File: src/rtl/dac_ldr_pkg.sv
package dac_ldr_pkg;
  localparam int unsigned CFG_ADDR      = 0;
  localparam int unsigned MODE_ADDR     = 1;
  localparam int unsigned CFG_LOAD_BIT  = 0;
  localparam int unsigned CFG_GCLR_BIT  = 1;

  typedef enum logic [1:0] {
    SRC_NONE,
    SRC_CLR,
    SRC_WR,
    SRC_STB
  } ld_src_e;
endpackage

File: src/rtl/dac_ldr_regs.sv
module dac_ldr_regs
  import dac_ldr_pkg::*;
#(
  parameter int unsigned NCH = 8,
  parameter int unsigned AW  = 5,
  parameter int unsigned BW  = 12
) (
  input  logic           clk_i,
  input  logic           rst_ni,
  input  logic           wr_en_i,
  input  logic [AW-1:0]  wr_addr_i,
  input  logic [BW-1:0]  wr_data_i,
  output logic [NCH-1:0] mode_o,
  output logic           gclr_o,
  output logic           load_stb_o,
  output logic [NCH-1:0] data_we_o,
  output logic [NCH-1:0] clrv_we_o
);
  logic cfg_we, mode_we;

  assign cfg_we     = wr_en_i && (wr_addr_i == AW'(CFG_ADDR));
  assign mode_we    = wr_en_i && (wr_addr_i == AW'(MODE_ADDR));
  // trigger bit is never stored: one strobe per write of 1
  assign load_stb_o = cfg_we && wr_data_i[CFG_LOAD_BIT];

  always_ff @(posedge clk_i or negedge rst_ni) begin
    if (!rst_ni) begin
      mode_o <= '0;
      gclr_o <= 1'b0;
    end else begin
      if (mode_we) mode_o <= wr_data_i[NCH-1:0];
      if (cfg_we)  gclr_o <= wr_data_i[CFG_GCLR_BIT];
    end
  end

  for (genvar c = 0; c < NCH; c++) begin : g_dec
    assign data_we_o[c] = wr_en_i && (wr_addr_i == AW'(NCH + c));
    assign clrv_we_o[c] = wr_en_i && (wr_addr_i == AW'(2 * NCH + c));
  end

  a_r1_one_target: assert property (@(posedge clk_i) disable iff (!rst_ni)
    $countones({data_we_o, clrv_we_o, load_stb_o}) <= 1);

  a_r4_gclr_hold: assert property (@(posedge clk_i) disable iff (!rst_ni)
    !cfg_we |=> $stable(gclr_o));
endmodule

File: src/rtl/dac_ldr_chan.sv
module dac_ldr_chan
  import dac_ldr_pkg::*;
#(
  parameter int unsigned DW = 12
) (
  input  logic          clk_i,
  input  logic          rst_ni,
  input  logic          data_we_i,
  input  logic          clrv_we_i,
  input  logic [DW-1:0] wr_val_i,
  input  logic          mode_i,
  input  logic          load_stb_i,
  input  logic          clr_i,
  output logic [DW-1:0] code_o,
  output logic          upd_o
);
  logic [DW-1:0] data_q, clrv_q, latch_q;
  logic          pend_q;
  ld_src_e       src;

  // priority: clear > immediate write > strobe
  always_comb begin
    src = SRC_NONE;
    if (clr_i)                                 src = SRC_CLR;
    else if (data_we_i && !mode_i)             src = SRC_WR;
    else if (load_stb_i && mode_i && pend_q)   src = SRC_STB;
  end

  always_ff @(posedge clk_i or negedge rst_ni) begin
    if (!rst_ni) begin
      data_q  <= '0;
      clrv_q  <= '0;
      latch_q <= '0;
      pend_q  <= 1'b0;
      upd_o   <= 1'b0;
    end else begin
      if (data_we_i) data_q <= wr_val_i;
      if (clrv_we_i) clrv_q <= wr_val_i;
      if (data_we_i)             pend_q <= mode_i;
      else if (src == SRC_STB)   pend_q <= 1'b0;
      unique case (src)
        SRC_CLR:  latch_q <= clrv_q;
        SRC_WR:   latch_q <= wr_val_i;
        SRC_STB:  latch_q <= data_q;
        default:  latch_q <= latch_q;
      endcase
      upd_o <= (src != SRC_NONE);
    end
  end

  assign code_o = latch_q;

  a_r2_imm_write: assert property (@(posedge clk_i) disable iff (!rst_ni)
    data_we_i && !mode_i && !clr_i |=> (code_o == $past(wr_val_i)) && upd_o);

  a_r3_defer_hold: assert property (@(posedge clk_i) disable iff (!rst_ni)
    data_we_i && mode_i && !clr_i |=> $stable(code_o) && pend_q);

  a_r4_stb_load: assert property (@(posedge clk_i) disable iff (!rst_ni)
    load_stb_i && mode_i && pend_q && !clr_i |=> (code_o == $past(data_q)) && !pend_q);

  a_r5_no_reload: assert property (@(posedge clk_i) disable iff (!rst_ni)
    load_stb_i && !pend_q && !clr_i |=> $stable(code_o) && !upd_o);

  a_r6_clear: assert property (@(posedge clk_i) disable iff (!rst_ni)
    clr_i |=> (code_o == $past(clrv_q)) && upd_o);

  a_r7_clr_keeps: assert property (@(posedge clk_i) disable iff (!rst_ni)
    clr_i && !data_we_i |=> $stable(data_q) && $stable(pend_q));
endmodule

File: src/rtl/dac_ldr.sv
module dac_ldr
  import dac_ldr_pkg::*;
#(
  parameter int unsigned NCH = 8,
  parameter int unsigned DW  = 12,
  parameter int unsigned AW  = $clog2(3 * NCH),
  parameter int unsigned BW  = (DW > NCH) ? DW : NCH
) (
  input  logic              clk_i,
  input  logic              rst_ni,
  input  logic              wr_en_i,
  input  logic [AW-1:0]     wr_addr_i,
  input  logic [BW-1:0]     wr_data_i,
  input  logic [NCH-1:0]    ext_clr_i,
  output logic [NCH*DW-1:0] dac_code_o,
  output logic [NCH-1:0]    latch_upd_o
);
  logic [NCH-1:0] mode, data_we, clrv_we;
  logic           gclr, load_stb;

  dac_ldr_regs #(.NCH(NCH), .AW(AW), .BW(BW)) u_regs (
    .clk_i      (clk_i),
    .rst_ni     (rst_ni),
    .wr_en_i    (wr_en_i),
    .wr_addr_i  (wr_addr_i),
    .wr_data_i  (wr_data_i),
    .mode_o     (mode),
    .gclr_o     (gclr),
    .load_stb_o (load_stb),
    .data_we_o  (data_we),
    .clrv_we_o  (clrv_we)
  );

  for (genvar c = 0; c < NCH; c++) begin : g_ch
    dac_ldr_chan #(.DW(DW)) u_chan (
      .clk_i      (clk_i),
      .rst_ni     (rst_ni),
      .data_we_i  (data_we[c]),
      .clrv_we_i  (clrv_we[c]),
      .wr_val_i   (wr_data_i[DW-1:0]),
      .mode_i     (mode[c]),
      .load_stb_i (load_stb),
      .clr_i      (ext_clr_i[c] | gclr),
      .code_o     (dac_code_o[c*DW +: DW]),
      .upd_o      (latch_upd_o[c])
    );
  end

  a_r8_gclr_all: assert property (@(posedge clk_i) disable iff (!rst_ni)
    gclr |=> latch_upd_o == {NCH{1'b1}});

  a_r9_upd_cause: assert property (@(posedge clk_i) disable iff (!rst_ni)
    !wr_en_i && ext_clr_i == '0 && !gclr |=> latch_upd_o == '0);
endmodule

File: config.mk
export PLATFORM = sky130hd
export DESIGN_NAME = dac_ldr
export DESIGN_NICKNAME = d
export VERILOG_FILES = /design/src/rtl/dac_ldr_pkg.sv /design/src/rtl/dac_ldr_regs.sv /design/src/rtl/dac_ldr_chan.sv /design/src/rtl/dac_ldr.sv
export SDC_FILE = /design/constraint.sdc
export NUM_CORES = 1
export LEC_CHECK = 0
export BUFFER_PORTS_ARGS = -buffer_cell sky130_fd_sc_hd__clkbuf_2
export CORE_MARGIN = 3
export CORE_UTILIZATION = 41
export DETAILED_ROUTE_END_ITERATION = 12
export PLACE_DENSITY = 0.64
export SLEW_MARGIN = 15
export SYNTH_ARGS = -nofsm -noshare
export SYNTH_HDL_FRONTEND = slang
export SYNTH_HIERARCHICAL = 1
export SYNTH_SLANG_ARGS = --single-unit
File: constraint.sdc
create_clock -name clk_i -period 1.6 [get_ports clk_i]
set_input_delay 0.32 -clock clk_i [delete_from_list [all_inputs] [get_ports clk_i]]
set_output_delay 0.32 -clock clk_i [all_outputs]
set_load 0.01 [all_outputs]
==> flow_summary.yaml <==
floorplanning:
  num_rows: 68
  dieHeight_um: 193
  dieWidth_um: 193
  start_util_pct: 41.7
  core_um2: 34500
  die-area_um2: 37400
  io_pins: 132
cts:
  cts_tree: "yes"
  cts_buffers: 34
  clk_latency_ns: 0.51
  clockBufferDepth: 3
  cts_root_buf: "clkbuf_16"
  path_clk_slew_ns: 0.06
  cts_sinks: 313
  cts_max_level: 2
placed_design:
  io_buffers: 131
  pre_cts_slack_ns: -0.440
  place_area_um2: 16400
  dp_cells: 1744
  place_congestion: 0.838
  hpwlAfterDp_mm: 25.2
drt:
  wl_per_cell_um: 22.9
  drt-total-wl_mm: 41.9
  met1_length_mm: 18.4
  ant_nets: 0
  maxUsedRoutingLayer: "met4"
  post-route-drc-count: 0
  first_pass_iters: 5
  met3_length_mm: 1.77
  vias: 10800
  wl_met2_mm: 20.4
  via_per_inst: 5.93
  drtIter0Drc: 856
yosys:
  ys_top_cells_by_area: "dfrtp_1 (54%), mux2_2 (12%), a31oi_2 (6.3%), a22oi_1 (5.0%), nor4_1 (4.2%)"
  yosysWarnings: 6
  synth_cells: 1113
  synth_largest_area_cell: "dfrtp_1"
  syn-cell-area_um2: 14400
  ys_seq_area_share_pct: 54.4
  synth_top_area_share_pct: 54.4
  synth-seq-cells: 313
  synth_nets: 1141
  avgSynthCellArea_um2: 12.9
  synth_cell_type_count: 29
grt:
  grt-ovfl-total: 0
  antenna_found_initial: 0
  grt_pass1_wl_mm: 65.2
  grt_max_degree: 67
  grt_pass1_vias: 11000
  groute.usage.overall_pct: 21.6
timing:
  fin_ws_ns: -0.184
  rsz0062_at_grt: "true"
  finalCritPeriodShare_pct: 112
  relSlewSlack_pct: 70.1
  tns_ns: -11.17
  drv_slew: 0
  tightest_slew_ns: 0.447
  hold_violations: 0
  finClkSkew_ns: 0.00891
  maxClockFrequency_mhz: 560
  min_period_ns: 1.78
  setup_viol_count_final: 99
  whs_ns: 0.264
finish:
  final_common_cell: "dfrtp_1"
  layout-drive-gt1-share_pct: 52.4
  fill_cells: 2968
  final_cell_area_um2: 18500
  layout.cells.most_common_list: "dfrtp_1 (312), mux2_2 (152), clkbuf_2 (130)"
  post-route-util_pct: 53.6
  final_cell_count_no_fill: 1827
  area_growth_pct: 28.6
  insertedDiodeCount: 0
  nets: 1379
run_status:
  violations: "negative setup slack"
  outcome: "finished, violations left"
critical_path:
  cp-start-kind: "register"
  path_class: "reg -> reg"
  required_ns: 2.02
  cp_max_fo: 6
  worstPathArrival_ns: 2.21
  endpoint_kind: "register"
power_and_ir_drop:
  vdd_drop_max_mv: 0.583
  finalPower_mw: 23.8
  leakage_nw: 7.93
  pwr_density_cell_nw_per_um2: 1290
hold_path:
  holdCritPathClass: "in -> async"
flow_run:
  maxCapViolations: 0
## repair_timing
item                                    CTS  global route
gates resized for setup                  85            76
hold buffers                              1             0
buffers inserted                          2             5
endpoints found under the setup margin  102           101
hold endpoints to repair                 41             0
pin swaps                                46            40
gates cloned                             12             6
## layout make-up
class	count	area [µm²]	share of cell area, %
clock buffers	45	1010	5.43
clock inverters	12	238	1.28
multi-input cells	710	6670	36.0
flip-flops and latches	313	7830	42.3
well taps	455	569	3.08
repair buffers	292	2190	11.8
## final timing paths
path / start / to / cells past startpoint / slack (ns)
worst max-delay path: u_regs/gclr_o / g_ch[1].u_chan/code_o[0] / 7 / -0.18
min in group clk_i: wr_addr_i[1] / u_regs/gclr_o / 4 / 0.27
worst max register to register: u_regs/gclr_o / g_ch[1].u_chan/code_o[0] / 7 / -0.18
worst min-delay path: rst_ni / g_ch[7].u_chan/clrv_q[6] / 2 / 0.26
worst min register to register: g_ch[7].u_chan/data_q[1] / g_ch[7].u_chan/data_q[1] / 1 / 0.49
max in group asynchronous: rst_ni / g_ch[4].u_chan/data_q[5] / 4 / 0.66
## worst max-delay path, cell delays in order, from the launching register on
cell,delay (ns)
dfrtp_2,0.44
buf_6,0.15
or2_4,0.25
buf_6,0.13
nor3b_4,0.27
buf_6,0.19
a22oi_2,0.07
a31oi_1,0.20
## synth_stat cells, drive strengths merged
| cell type | n |
|---|---|
| clkbuf | 32 |
| nor3b | 8 |
| dfrtp | 313 |
| and4b | 8 |
| nor4b | 1 |
| a31oi | 96 |
| nor2b | 8 |
| a22oi | 96 |
| nand4b | 10 |
| nand3 | 97 |
| or3 | 8 |
| nor2 | 22 |
| mux2 | 201 |
| nand2 | 2 |
| and3 | 9 |
| buf | 66 |
| or2 | 8 |
| or3b | 8 |
| nor4 | 96 |
| a21oi | 8 |
| nand3b | 8 |
| nand2b | 3 |
| nor3 | 4 |
| nand4bb | 1 |
## per-layer routing
| metal | global-route usage [%] | vias up |
|---|---|---|
| met5 | 0 | - |
| met4 | 6.91 | 0 |
| met3 | 2.70 | 81 |
| met2 | 35.7 | 323 |
| met1 | 29.7 | 5637 |
| li1 | - | 4790 |
## cell families after synthesis
family	share of synthesized area, %
AO/OA/AOI/OAI	12.6
buffers and inverters	3.59
flip-flops	54.4
multiplexers	15.9
AND/OR/NAND/NOR	13.5
## sequential cells by signal (all words and copies together) (netlist names)
signal and cells:
u_regs/gclr_o 1, g_ch.u_chan/code_o 96, g_ch.u_chan/data_q 96, g_ch.u_chan/upd_o 8, u_regs/mode_o 8, g_ch.u_chan/clrv_q 96
g_ch.u_chan/pend_q 8
## power by group
group | internal [mW] | total [mW] | switching, mW | leakage [nW]
Clock | 5.53 | 8.70 | 3.17 | 0.610
Sequential | 9.54 | 10.8 | 1.21 | 3.92
Combinational | 2.22 | 4.36 | 2.14 | 3.40
Total | 17.3 | 23.8 | 6.51 | 7.93
(Power assumes the default switching activity.)
